File: src/rtl/tap_host_pkg.sv
package tap_host_pkg;

  typedef enum logic [1:0] {
    OP_MOVE     = 2'd0,
    OP_SHIFT_IR = 2'd1,
    OP_SHIFT_DR = 2'd2,
    OP_NONE     = 2'd3
  } tap_op_e;

  typedef enum logic [1:0] {
    PH_IDLE = 2'd0,
    PH_LOW  = 2'd1,
    PH_HIGH = 2'd2
  } phase_e;

  // Edges from run-test/idle into the shift state for each register kind.
  localparam int unsigned IR_LEAD    = 4;
  localparam int unsigned DR_LEAD    = 3;
  // Every lead ends with two mode-select zeros (capture, then shift).
  localparam int unsigned LEAD_ZEROS = 2;
  // Edges from exit back to run-test/idle (update, then idle).
  localparam int unsigned TRAIL      = 2;

endpackage

File: src/rtl/tap_phase_timer.sv
module tap_phase_timer #(
  parameter int unsigned HALF_DIV = 2
) (
  input  logic clk_i,
  input  logic rst_ni,
  input  logic run_i,
  output logic tick_o
);

  localparam int unsigned CNT_W = (HALF_DIV > 1) ? $clog2(HALF_DIV) : 1;
  localparam logic [CNT_W-1:0] LAST = CNT_W'(HALF_DIV - 1);

  logic [CNT_W-1:0] cnt_q;

  assign tick_o = run_i && (cnt_q == LAST);

  always_ff @(posedge clk_i or negedge rst_ni) begin
    if (!rst_ni) begin
      cnt_q <= '0;
    end else if (!run_i || tick_o) begin
      cnt_q <= '0;
    end else begin
      cnt_q <= cnt_q + 1'b1;
    end
  end

endmodule

File: src/rtl/tap_step_planner.sv
module tap_step_planner
  import tap_host_pkg::*;
#(
  parameter int unsigned MAX_BITS = 32
) (
  input  tap_op_e                                  op_i,
  input  logic [$clog2(MAX_BITS+1)-1:0]            len_i,
  input  logic [MAX_BITS-1:0]                      bits_i,
  input  logic [$clog2(MAX_BITS+IR_LEAD+TRAIL+1)-1:0] step_i,
  output logic                                     mode_o,
  output logic                                     txd_o,
  output logic                                     payload_o,
  output logic [((MAX_BITS > 1) ? $clog2(MAX_BITS) : 1)-1:0] pay_idx_o,
  output logic                                     last_o
);

  localparam int unsigned STEP_W = $clog2(MAX_BITS + IR_LEAD + TRAIL + 1);
  localparam int unsigned IDX_W  = (MAX_BITS > 1) ? $clog2(MAX_BITS) : 1;

  logic [STEP_W-1:0] lead;
  logic [STEP_W-1:0] len_ext;
  logic [STEP_W-1:0] rel;
  logic [STEP_W-1:0] total;
  logic              is_shift;

  assign len_ext  = STEP_W'(len_i);
  assign is_shift = (op_i == OP_SHIFT_IR) || (op_i == OP_SHIFT_DR);

  always_comb begin
    unique case (op_i)
      OP_SHIFT_IR: lead = STEP_W'(IR_LEAD);
      OP_SHIFT_DR: lead = STEP_W'(DR_LEAD);
      default:     lead = '0;
    endcase
  end

  assign rel       = step_i - lead;
  assign pay_idx_o = IDX_W'(rel);

  always_comb begin
    mode_o    = 1'b0;
    txd_o     = 1'b0;
    payload_o = 1'b0;
    total     = '0;
    if (op_i == OP_MOVE) begin
      total = len_ext;
      if (step_i < len_ext) begin
        mode_o = bits_i[IDX_W'(step_i)];
      end
    end else if (is_shift) begin
      total = lead + len_ext + STEP_W'(TRAIL);
      if (step_i < lead) begin
        // High while selecting the register column, low for capture and shift.
        mode_o = (step_i < (lead - STEP_W'(LEAD_ZEROS)));
      end else if (rel < len_ext) begin
        payload_o = 1'b1;
        txd_o     = bits_i[IDX_W'(rel)];
        mode_o    = (rel == (len_ext - 1'b1));
      end else begin
        mode_o = (rel == len_ext);
      end
    end
  end

  assign last_o = (total != '0) && (step_i == (total - 1'b1));

endmodule

File: src/rtl/tap_capture_buf.sv
module tap_capture_buf #(
  parameter int unsigned MAX_BITS = 32
) (
  input  logic                clk_i,
  input  logic                rst_ni,
  input  logic                clear_i,
  input  logic                wr_i,
  input  logic [((MAX_BITS > 1) ? $clog2(MAX_BITS) : 1)-1:0] idx_i,
  input  logic                bit_i,
  output logic [MAX_BITS-1:0] data_o
);

  localparam int unsigned IDX_W = (MAX_BITS > 1) ? $clog2(MAX_BITS) : 1;

  for (genvar g = 0; g < MAX_BITS; g++) begin : g_cell
    logic cell_q;
    always_ff @(posedge clk_i or negedge rst_ni) begin
      if (!rst_ni) begin
        cell_q <= 1'b0;
      end else if (clear_i) begin
        cell_q <= 1'b0;
      end else if (wr_i && (idx_i == IDX_W'(g))) begin
        cell_q <= bit_i;
      end
    end
    assign data_o[g] = cell_q;
  end

endmodule

File: src/rtl/tap_shift_host.sv
module tap_shift_host
  import tap_host_pkg::*;
#(
  parameter int unsigned MAX_BITS = 32,
  parameter int unsigned HALF_DIV = 2
) (
  input  logic                            clk_i,
  input  logic                            rst_ni,
  input  logic                            cmd_valid_i,
  output logic                            cmd_ready_o,
  input  logic [1:0]                      cmd_op_i,
  input  logic [$clog2(MAX_BITS+1)-1:0]   cmd_len_i,
  input  logic [MAX_BITS-1:0]             cmd_bits_i,
  output logic                            busy_o,
  output logic                            done_o,
  output logic [MAX_BITS-1:0]             rx_data_o,
  output logic                            tap_clk_o,
  output logic                            tap_mode_o,
  output logic                            tap_txd_o,
  input  logic                            tap_rxd_i
);

  localparam int unsigned LEN_W  = $clog2(MAX_BITS + 1);
  localparam int unsigned STEP_W = $clog2(MAX_BITS + IR_LEAD + TRAIL + 1);
  localparam int unsigned IDX_W  = (MAX_BITS > 1) ? $clog2(MAX_BITS) : 1;

  phase_e              state_q;
  tap_op_e             op_q;
  logic [LEN_W-1:0]    len_q;
  logic [MAX_BITS-1:0] pay_q;
  logic [STEP_W-1:0]   step_q;

  logic                clk_q;
  logic                mode_q;
  logic                txd_q;
  logic                slot_pay_q;
  logic [IDX_W-1:0]    slot_idx_q;
  logic                slot_last_q;
  logic                done_q;

  logic                idle;
  logic                tick;
  tap_op_e             cmd_op;
  logic                empty_cmd;
  logic                shift_cmd;

  tap_op_e             sel_op;
  logic [LEN_W-1:0]    sel_len;
  logic [MAX_BITS-1:0] sel_bits;
  logic [STEP_W-1:0]   sel_step;

  logic                nx_mode;
  logic                nx_txd;
  logic                nx_pay;
  logic [IDX_W-1:0]    nx_idx;
  logic                nx_last;

  assign idle      = (state_q == PH_IDLE);
  assign cmd_op    = tap_op_e'(cmd_op_i);
  assign empty_cmd = (cmd_len_i == '0) || (cmd_op == OP_NONE);
  assign shift_cmd = (cmd_op == OP_SHIFT_IR) || (cmd_op == OP_SHIFT_DR);

  // While idle the planner looks at the offered command's first step;
  // while running it looks one step ahead of the current one.
  assign sel_op   = idle ? cmd_op     : op_q;
  assign sel_len  = idle ? cmd_len_i  : len_q;
  assign sel_bits = idle ? cmd_bits_i : pay_q;
  assign sel_step = idle ? '0         : (step_q + 1'b1);

  tap_step_planner #(
    .MAX_BITS (MAX_BITS)
  ) u_planner (
    .op_i      (sel_op),
    .len_i     (sel_len),
    .bits_i    (sel_bits),
    .step_i    (sel_step),
    .mode_o    (nx_mode),
    .txd_o     (nx_txd),
    .payload_o (nx_pay),
    .pay_idx_o (nx_idx),
    .last_o    (nx_last)
  );

  tap_phase_timer #(
    .HALF_DIV (HALF_DIV)
  ) u_timer (
    .clk_i  (clk_i),
    .rst_ni (rst_ni),
    .run_i  (!idle),
    .tick_o (tick)
  );

  tap_capture_buf #(
    .MAX_BITS (MAX_BITS)
  ) u_capture (
    .clk_i   (clk_i),
    .rst_ni  (rst_ni),
    .clear_i (cmd_valid_i && idle && !empty_cmd && shift_cmd),
    .wr_i    ((state_q == PH_LOW) && tick && slot_pay_q),
    .idx_i   (slot_idx_q),
    .bit_i   (tap_rxd_i),
    .data_o  (rx_data_o)
  );

  always_ff @(posedge clk_i or negedge rst_ni) begin
    if (!rst_ni) begin
      state_q     <= PH_IDLE;
      op_q        <= OP_MOVE;
      len_q       <= '0;
      pay_q       <= '0;
      step_q      <= '0;
      clk_q       <= 1'b0;
      mode_q      <= 1'b0;
      txd_q       <= 1'b0;
      slot_pay_q  <= 1'b0;
      slot_idx_q  <= '0;
      slot_last_q <= 1'b0;
      done_q      <= 1'b0;
    end else begin
      done_q <= 1'b0;
      unique case (state_q)
        PH_IDLE: begin
          if (cmd_valid_i) begin
            if (empty_cmd) begin
              done_q <= 1'b1;
            end else begin
              op_q        <= cmd_op;
              len_q       <= cmd_len_i;
              pay_q       <= cmd_bits_i;
              step_q      <= '0;
              mode_q      <= nx_mode;
              txd_q       <= nx_txd;
              slot_pay_q  <= nx_pay;
              slot_idx_q  <= nx_idx;
              slot_last_q <= nx_last;
              state_q     <= PH_LOW;
            end
          end
        end
        PH_LOW: begin
          if (tick) begin
            clk_q   <= 1'b1;
            state_q <= PH_HIGH;
          end
        end
        PH_HIGH: begin
          if (tick) begin
            clk_q <= 1'b0;
            if (slot_last_q) begin
              state_q <= PH_IDLE;
              done_q  <= 1'b1;
            end else begin
              step_q      <= step_q + 1'b1;
              mode_q      <= nx_mode;
              txd_q       <= nx_txd;
              slot_pay_q  <= nx_pay;
              slot_idx_q  <= nx_idx;
              slot_last_q <= nx_last;
              state_q     <= PH_LOW;
            end
          end
        end
        default: state_q <= PH_IDLE;
      endcase
    end
  end

  assign cmd_ready_o = idle;
  assign busy_o      = !idle;
  assign done_o      = done_q;
  assign tap_clk_o   = clk_q;
  assign tap_mode_o  = mode_q;
  assign tap_txd_o   = txd_q;

endmodule

File: config.mk
export PLATFORM = sky130hd
export DESIGN_NAME = tap_shift_host
export DESIGN_NICKNAME = d
export VERILOG_FILES = /design/src/rtl/tap_host_pkg.sv /design/src/rtl/tap_phase_timer.sv /design/src/rtl/tap_step_planner.sv /design/src/rtl/tap_capture_buf.sv /design/src/rtl/tap_shift_host.sv
export SDC_FILE = /design/constraint.sdc
export NUM_CORES = 1
export LEC_CHECK = 0
export BUFFER_PORTS_ARGS = -buffer_cell sky130_fd_sc_hd__buf_2
export CAP_MARGIN = 20
export CORE_MARGIN = 4
export CORE_UTILIZATION = 40
export DETAILED_ROUTE_END_ITERATION = 12
export GPL_TIMING_DRIVEN = 0
export PLACE_DENSITY = 0.64
export REMOVE_ABC_BUFFERS = 1
export SLEW_MARGIN = 20
export SYNTH_ARGS = -nofsm -noshare
export SYNTH_HDL_FRONTEND = slang
export SYNTH_HIERARCHICAL = 1
export SYNTH_SLANG_ARGS = --single-unit
File: constraint.sdc
create_clock -name clk_i -period 4.22 [get_ports clk_i]
set_input_delay 0.633 -clock clk_i [delete_from_list [all_inputs] [get_ports clk_i]]
set_output_delay 0.633 -clock clk_i [all_outputs]
set_load 0.05 [all_outputs]
==> results_dict.tcl, run 1 <==
set metrics [dict create \
    status "complete, no violations" \
    max-vdd-ir-drop_mv 0.451 \
    ys.warnings.count 6 \
    drive_gt1_share_pct 37.0 \
    dieWidth_um 137 \
    hold_path.class "input pin to asynchronous set/reset pin" \
    finalCriticalPeriod_ns 4.05 \
    grt.busiest_layer "met2" \
    hold_violations 0 \
    fin_crit_sh_pct 95.9 \
    cts_max_path_buffers 2 \
    worstMarginPinSlew_ns 0.850 \
    fin_cells 872 \
    yosysMostFrequentCell "dfrtp_1" \
    post-route-drc-count 0 \
    finalSetupViolations 0 \
    dr.pass1.iters 4 \
    synthesis.area_mm2 0.00667 \
    area_growth_pct 12.8 \
    synth_edf_count 0 \
    async_reset_ff_share_pct 100 \
    overflow 0 \
    pin_count 82 \
    synth.area.top_cells "dfrtp_1, mux2_2, ha_1, mux2i_1, buf_4" \
    synth.avg_cell_area_um2 11.1 \
    gp_congestion 0.833 \
    antennaDiodeCount 0 \
    grt_usage_pct 16.7 \
    fill_cells 1542 \
    synth_ff_type "dfrtp_1" \
    root_buffer "clkbuf_16" \
    multi_input_comb_area_mm2 0.00396 \
    initial_utilization_pct 41.4 \
    fin_skew_ns 0.00747 \
    row_count 46 \
    routed_wl_mm 15.1 \
    timing.critical_path.to_type "register" \
    synth_seq_cells 92 \
    path_clk_slew_ns 0.07 \
    drt_iter0_markers 192 \
    cts_tree "yes" \
    wl_per_cell_um 17.3 \
    cap_violations 0 \
    place_area_mm2 0.00707 \
    die_height_um 137 \
    io_buffer_count 81 \
    critical_path.startpoint_type "register" \
    met2_usage_pct 28.4 \
    grt_util_met1_pct 21.3 \
    slew_violations 0 \
    clock_latency_ns 0.35 \
    synth_top_area_share_pct 34.5 \
    grt_antenna_before_repair 0 \
    ys_types 70 \
    synthCells 601 \
    crit_path_max_fanout 7 \
    crit_required_ns 4.46 \
    crit_arrival_ns 4.28 \
    power.density_mw_per_mm2 904 \
    grt_pass1_wl_mm 24.8 \
    ys_top_cells_by_count "dfrtp_1, mux2_2, nand2_1" \
    ant_nets 0 \
    grt_pass1_vias 4841 \
    grt.met3_usage_pct 3.86 \
    nets 729 \
    synth_largest_area_cell "dfrtp_1" \
    vias 4612 \
    grt_start_max_net_pins 68 \
    final-seq-area_mm2 0.00230 \
    vias_per_cell 5.29 \
    synth-seq-area-share_pct 34.5 \
    fp.dieArea_mm2 0.0188 \
    coreArea_mm2 0.0161 \
    hpwl_mm 11.0 \
    postLayoutCellArea_mm2 0.00752 \
    cts_buffers 9 \
    timing.slew.headroom_pct 43.3 \
    r2r_cells 18 \
    achievable-frequency_mhz 247 \
    leakagePower_nw 3.48 \
    crit_type "register to register" \
    dp_cells 846 \
    cts_num_sinks 92 \
    htree_levels 3 \
]
==> power breakdown <==
group	internal, mW	switching [mW]
combinational	2.28	2.36
clock	0.436	0.352
sequential	1.17	0.190
total	3.89	2.91
==> per-stage QoR <==
stage          hold WS, ns  total power [mW]  setup TNS, ns  util [%]  setup slack [ns]
6_report             0.139              6.79              0      46.7             0.174
5_1_grt              0.149              7.30        -0.0158      46.7           -0.0158
4_1_cts              0.141              6.58              0      46.1            0.0307
3_5_place_dp         0.481              5.64          -2.79      43.9            -0.925
3_3_place_gp         0.468              5.47         -54.02      43.1             -3.77
2_1_floorplan        0.337              4.66         -56.64         -             -2.57
==> worst max-delay path, stage by stage, from the launching register on <==
cell and delay, ns:
dfrtp_2 0.43, nor2_4 0.13, buf_4 0.16, mux2_2 0.39
inv_1 0.09, ha_1 0.19, inv_1 0.08, ha_4 0.29
a21o_1 0.19, a31oi_4 0.17, xnor2_2 0.17, inv_1 0.12
ha_1 0.34, a21oi_2 0.17, o21ai_2 0.09, o31a_2 0.31
a311oi_2 0.23, o31ai_1 0.09, mux2_1 0.29
==> layout by cell type (no fill, tap or decap), types with 4 or more instances in the layout <==
cell and n:
dfrtp_1 90, mux2_2 83, buf_2 80, nand2_1 45, nand2b_1 38, mux2i_1 37
ha_1 30, inv_1 27, xnor2_1 18, a21oi_1 17, nor2_1 13, mux4_2 12
o21ai_0 9, nor2b_1 9, clkbuf_16 9, buf_4 9, mux4_1 7, nand3_1 6
mux2_1 6, and2_1 5, o211ai_1 4, a211oi_1 4
==> layer usage <==
layer,wire length (µm),share of wire [%],vias up
li1,-,-,2215
met5,0,0,-
met1,6680,44,2286
met3,720,4.8,17
met4,177,1.2,0
met2,7540,50,94
==> final cells by class <==
type / instances / share of cell area (%)
Multi-Input combinational cell: 423 / 52.7
Sequential cell: 92 / 30.7
Timing Repair Buffer: 96 / 7.80
Tap cell: 216 / 3.59
Clock buffer: 12 / 3.41
Inverter: 29 / 1.45
Clock inverter: 4 / 0.433
==> logic make-up (layout without fill, tap and decap cells) <==
| family | after synthesis | after routing | share of synthesized area, % |
|---|---|---|---|
| buf+inv | 87 | 141 | 7.62 |
| flops | 92 | 92 | 34.5 |
| simple gates | 154 | 155 | 13.5 |
| xor+xnor | 22 | 22 | 3.23 |
| mux | 145 | 145 | 27.4 |
| compound gates | 67 | 67 | 7.09 |
| fa+ha+maj | 34 | 34 | 6.61 |
==> state kept, by name (all words and copies together), names as in the netlist <==
signal	flops
u_timer/cnt_q	1
done_o	1
pay_q	32
slot_pay_q	1
tap_clk_o	1
u_capture/g_cell.cell_q	32
state_q	2
slot_last_q	1
op_q	2
tap_mode_o	1
slot_idx_q	5
tap_txd_o	1
len_q	6
step_q	6
==> final timing paths <==
kind / from / to / slack (ns)
min: rst_ni / u_timer/cnt_q$_DFF_PN0_ / 0.14
max in group asynchronous: rst_ni / pay_q[2]$_DFFE_PN0P_ / 3.47
min in group clk_i: tap_mode_o$_DFFE_PN0P_ / tap_mode_o$_DFFE_PN0P_ / 0.49
max: state_q[1]$_DFFE_PN0P_ / tap_mode_o$_DFFE_PN0P_ / 0.17
max reg2reg: state_q[1]$_DFFE_PN0P_ / tap_mode_o$_DFFE_PN0P_ / 0.17
min reg2reg: tap_mode_o$_DFFE_PN0P_ / tap_mode_o$_DFFE_PN0P_ / 0.49
==> timing repair <==
item                                    4_1_cts  5_1_grt
endpoints found under the setup margin        4        3
buffers inserted                              5        4
gates resized for setup                      10        9
cloned                                        1        0
hold buffers                                  0        0
pin swaps                                     2        3
hold endpoints to repair                      0        0
(Power assumes the default switching activity.)
==> run 2: changes to the inputs <==
CELL_PAD_IN_SITES_DETAIL_PLACEMENT = 0   (was default)
CELL_PAD_IN_SITES_GLOBAL_PLACEMENT = 1   (was default)
CORE_ASPECT_RATIO = 0.75   (was default)
CORE_MARGIN = 3   (was 4)
PLACE_DENSITY = 0.76   (was 0.64)
==> run 2 against run 1 <==
  * Combinational power shrank 2%
  * Fmax grew 0.22%
  * Largest cell class unchanged
  * Critical path type unchanged
  * Clock power grew 9.9%
==> results_dict.tcl, run 2 (synthesis gave the netlist of run 1 again) <==
set metrics [dict create \
    hold_path.class "input pin to asynchronous set/reset pin" \
    grt_pass1_vias 4785 \
    die_height_um 118 \
    post-route-drc-count 0 \
    power.density_mw_per_mm2 901 \
    max-vdd-ir-drop_mv 0.374 \
    gp_congestion 0.861 \
    cts_tree "yes" \
    finalCriticalPeriod_ns 4.04 \
    hpwl_mm 11.2 \
    coreArea_mm2 0.0162 \
    dp_cells 839 \
    htree_levels 3 \
    crit_type "register to register" \
    ant_nets 0 \
    drt_iter0_markers 348 \
    fp.dieArea_mm2 0.0183 \
    nets 727 \
    finalPower_mw 6.79 \
    seq_power_share_pct 20.0 \
    wl_per_cell_um 17.8 \
    slew_violations 0 \
    power.switching_mw 2.85 \
    critical_path.startpoint_type "register" \
    io_buffer_count 81 \
    clock_latency_ns 0.35 \
    dieWidth_um 155 \
    grt_pass1_wl_mm 25.2 \
    initial_utilization_pct 41.2 \
    final_common_cell "dfrtp_1" \
    holdBufCountCts 0 \
    area_growth_pct 12.9 \
    fin_crit_sh_pct 95.7 \
    grt_antenna_before_repair 1 \
    status "complete, no violations" \
    root_buffer "clkbuf_16" \
    finalSetupTns_ns 0 \
    routed_wl_mm 15.3 \
    postLayoutCellArea_mm2 0.00753 \
    pin_count 82 \
    cap_violations 0 \
    drive_gt1_share_pct 36.9 \
    worstMarginPinSlew_ns 0.875 \
    timing.critical_path.to_type "register" \
    timing.hold.ws_ns 0.122 \
    pwr-share-comb_pct 67.2 \
    fill_cells 1512 \
    overflow 0 \
    timing.slew.headroom_pct 41.6 \
    internal-power_mw 3.94 \
    path_clk_slew_ns 0.06 \
    clock_power_share_pct 12.8 \
    fin_cells 863 \
    cts_num_sinks 92 \
    place_area_mm2 0.00705 \
    achievable-frequency_mhz 248 \
    finalSetupViolations 0 \
    reg.largest.list "pay_q: 32 flops, u_capture/g_cell.cell_q: 32 flops" \
    row_count 40 \
    vias 4684 \
    cts_max_path_buffers 2 \
    antennaDiodeCount 0 \
    crit_path_max_fanout 11 \
    dr.pass1.iters 5 \
    grt_start_max_net_pins 73 \
    leakagePower_nw 3.48 \
    final_cell_mix "dfrtp_1, mux2_2, buf_2" \
    grt_usage_pct 17.1 \
    crit_arrival_ns 4.27 \
    cts_buffers 9 \
    hold_violations 0 \
    fin_skew_ns 0.00439 \
    vias_per_cell 5.43 \
    swShare_pct 42.0 \
    crit_required_ns 4.45 \
]
## run 2: worst paths after layout
path,startpoint,to,slack [ns],depth (start not counted)
hold / removal,rst_ni,u_capture/g_cell[19].cell_q$_DFFE_PN0P_,0.12,1
hold reg to reg,tap_txd_o$_DFFE_PN0P_,tap_txd_o$_DFFE_PN0P_,0.48,1
setup reg to reg,state_q[1]$_DFFE_PN0P_,tap_txd_o$_DFFE_PN0P_,0.18,12
max in group asynchronous,rst_ni,pay_q[16]$_DFFE_PN0P_,3.47,2
min in group clk_i,tap_txd_o$_DFFE_PN0P_,tap_txd_o$_DFFE_PN0P_,0.48,1
setup / recovery,state_q[1]$_DFFE_PN0P_,tap_txd_o$_DFFE_PN0P_,0.18,12
## run 2: cell type report
class	instances	area [µm²]	share of cell area (%)
multi-input combinational	423	3960	52.7
sequential	92	2300	30.6
timing repair buffer	94	568	7.55
tap	210	263	3.49
clock buffer	11	243	3.22
inverter	29	113	1.50
clock inverter	4	73.8	0.981
## run 2: metrics by stage
stage / utilization (%) / worst slack, ns
global placement: 42.9 / -3.83
global route: 46.6 / -0.0108
detailed placement: 43.6 / -0.833
CTS: 46.0 / 0.0150
floorplan: - / -2.57
finish: 46.6 / 0.183
## run 2: power groups by stage
stage | clock network (mW) | registers [mW] | logic (mW)
after detailed placement | 0 | 1.38 | 4.25
after global routing | 0.935 | 1.40 | 4.97
after CTS | 0.899 | 1.37 | 4.40
final | 0.867 | 1.36 | 4.56
after floorplan | 0 | 1.42 | 3.25
after global placement | 0 | 1.35 | 4.12
## run 2: per-layer routing
metal / GRT usage [%] / share of wire, % / up-vias
met1: 24.6 / 47 / 2322
li1: - / - / 2212
met2: 25.5 / 44 / 128
met4: 4.58 / 1.5 / 2
met3: 4.59 / 6.9 / 20
met5: 0 / 0.046 / -
## run 2: critical path, cell delays in order (launching register included)
cell and delay [ns]:
dfrtp_2 0.43, nor2_4 0.13, mux2_2 0.37, inv_2 0.10, ha_4 0.19, ha_1 0.22
inv_1 0.10, fa_2 0.81, mux4_2 0.56, mux4_1 0.57, nand2_1 0.09, a21boi_1 0.06
mux2_1 0.29
## run 2: timing repair
action	in CTS	in global routing
gates resized for setup	9	11
gates cloned	1	0
endpoints found under the setup margin	4	3
buffers inserted	5	3
pin swaps	3	0
==> run 3: changes to the inputs <==
CTS_BUF_LIST = sky130_fd_sc_hd__clkbuf_4   (was default)
GPL_ROUTABILITY_DRIVEN = 0   (was default)
==> run 3 against run 2 <==
  * Die area did not move
  * Utilization fell by 0.96 points
  * Worst setup slack improved by 0.0064 ns
  * Largest cell class unchanged
  * Sequential cell count did not move
==> results_dict.tcl, run 3 (synthesis gave the netlist of run 1 again) <==
set metrics [dict create \
    final_cell_mix "dfrtp_1, mux2_2, buf_2" \
    cap_violations 0 \
    grt_pass1_vias 4800 \
    cts_tree "yes" \
    postLayoutCellArea_mm2 0.00737 \
    hpwl_mm 11.2 \
    worstMarginPinSlew_ns 0.862 \
    wl_per_cell_um 17.6 \
    coreArea_mm2 0.0162 \
    dr.pass1.iters 4 \
    row_count 40 \
    post-route-drc-count 0 \
    dieWidth_um 155 \
    achievable-frequency_mhz 248 \
    grt_pass1_wl_mm 25.2 \
    clock_latency_ns 0.46 \
    max-vdd-ir-drop_mv 0.375 \
    fin_crit_sh_pct 95.5 \
    final_common_cell "dfrtp_1" \
    status "complete, no violations" \
    root_buffer "clkbuf_4" \
    crit_path_max_fanout 7 \
    routed_wl_mm 15.2 \
    antennaDiodeCount 0 \
    overflow 0 \
    worst_r2r_startpoint "state_q[1]$_DFFE_PN0P_" \
    nets 727 \
    hold_violations 0 \
    dp_cells 839 \
    pin_count 82 \
    hold_path.class "input pin to register" \
    grt_antenna_before_repair 1 \
    area_growth_pct 10.6 \
    timing.final.ws_setup_ns 0.190 \
    grt_start_max_net_pins 73 \
    r2r_cells 18 \
    slew_violations 0 \
    ant_nets 0 \
    path_clk_slew_ns 0.14 \
    finalCriticalPeriod_ns 4.03 \
    power.density_mw_per_mm2 878 \
    crit_type "register to register" \
    place_ws_ns -0.833 \
    die_height_um 118 \
    reg.largest.list "pay_q: 32 flops, u_capture/g_cell.cell_q: 32 flops" \
    critical_path.startpoint_type "register" \
    crit_arrival_ns 4.39 \
    timing.critical_path.to_type "register" \
    reg2reg_slack_ns 0.19 \
    cts_buffers 9 \
    timing.slew.headroom_pct 42.6 \
    place_area_mm2 0.00705 \
    vias 4659 \
    fin_cells 863 \
    whs_path_depth 2 \
    cts_num_sinks 92 \
    vias_per_cell 5.40 \
    leakagePower_nw 3.41 \
    finalSetupViolations 0 \
    fp.dieArea_mm2 0.0183 \
    drt_iter0_markers 278 \
    initial_utilization_pct 41.2 \
    timing.hold.ws_ns 0.405 \
    grt_usage_pct 17.1 \
    crit_required_ns 4.58 \
    hp-start "cmd_bits_i[30]" \
    htree_levels 3 \
    io_buffer_count 81 \
    rsz0062_at_grt "yes" \
    drive_gt1_share_pct 36.8 \
    r2r_end "tap_mode_o$_DFFE_PN0P_" \
    min_to "pay_q[30]$_DFFE_PN0P_" \
    fin_skew_ns 0.0118 \
    cts_max_path_buffers 2 \
]
run 3: repair_timing:
| action | 4_1_cts | 5_1_grt |
|---|---|---|
| endpoints found under the hold margin | 20 | 0 |
| gates resized for setup | 6 | 15 |
| setup buffers | 5 | 2 |
| hold buffers | 1 | 0 |
| endpoints found under the setup margin | 4 | 3 |
| pin swaps | 2 | 3 |
| gates cloned | 1 | 0 |
run 3: report_power, final:
group / leakage, nW / internal, mW / switching (mW)
sequential: 1.18 / 1.16 / 0.189
combinational: 2.15 / 2.25 / 2.33
clock: 0.0839 / 0.242 / 0.293
total: 3.41 / 3.66 / 2.82
run 3: final cells by class:
cell class	count	area, µm²
tap	210	263
clock buffer	10	75.1
timing repair buffer	94	571
sequential	92	2300
inverter	29	109
multi-input combinational	423	3970
clock inverter	5	77.6
fill	1538	8790
run 3: worst max path at each step:
stage	depth (start not counted)	startpoint	slack, ns	endpoint
2_1_floorplan	16	state_q[0]$_DFFE_PN0P_	-2.57	tap_mode_o$_DFFE_PN0P_
3_3_place_gp	16	state_q[0]$_DFFE_PN0P_	-3.83	tap_mode_o$_DFFE_PN0P_
3_5_place_dp	17	state_q[0]$_DFFE_PN0P_	-0.83	tap_mode_o$_DFFE_PN0P_
4_1_cts	18	state_q[1]$_DFFE_PN0P_	0.01	tap_mode_o$_DFFE_PN0P_
5_1_grt	18	state_q[1]$_DFFE_PN0P_	0.006	tap_mode_o$_DFFE_PN0P_
6_report	18	state_q[1]$_DFFE_PN0P_	0.19	tap_mode_o$_DFFE_PN0P_
run 3: layer usage:
layer  vias to the layer above  track usage, %  routed length, µm
met4                         2            4.08                 85
met5                         -               0                 12
li1                       2212               -                  -
met2                       113            25.5               6800
met1                      2324            24.7               7230
met3                         8            4.70               1050
run 3: metrics by stage:
step                      setup TNS, ns  total power [mW]  utilization [%]
after global placement           -55.23              5.47             42.9
after detailed placement          -2.71              5.63             43.6
after CTS                             0              6.28             45.0
final                                 0              6.47             45.6
after floorplan                  -56.64              4.66                -
after global routing                  0              7.00             45.6
run 3: critical path, stage by stage, from the launching register on:
cell	delay, ns
dfrtp_2	0.45
nor2_4	0.13
buf_4	0.13
mux2_2	0.37
inv_1	0.09
ha_1	0.20
inv_1	0.11
ha_4	0.29
a21o_1	0.17
a31oi_2	0.19
xnor2_2	0.17
inv_1	0.10
ha_1	0.34
a21oi_2	0.14
o21ai_1	0.11
o31a_2	0.32
a311oi_2	0.24
o31ai_1	0.10
mux2_1	0.29
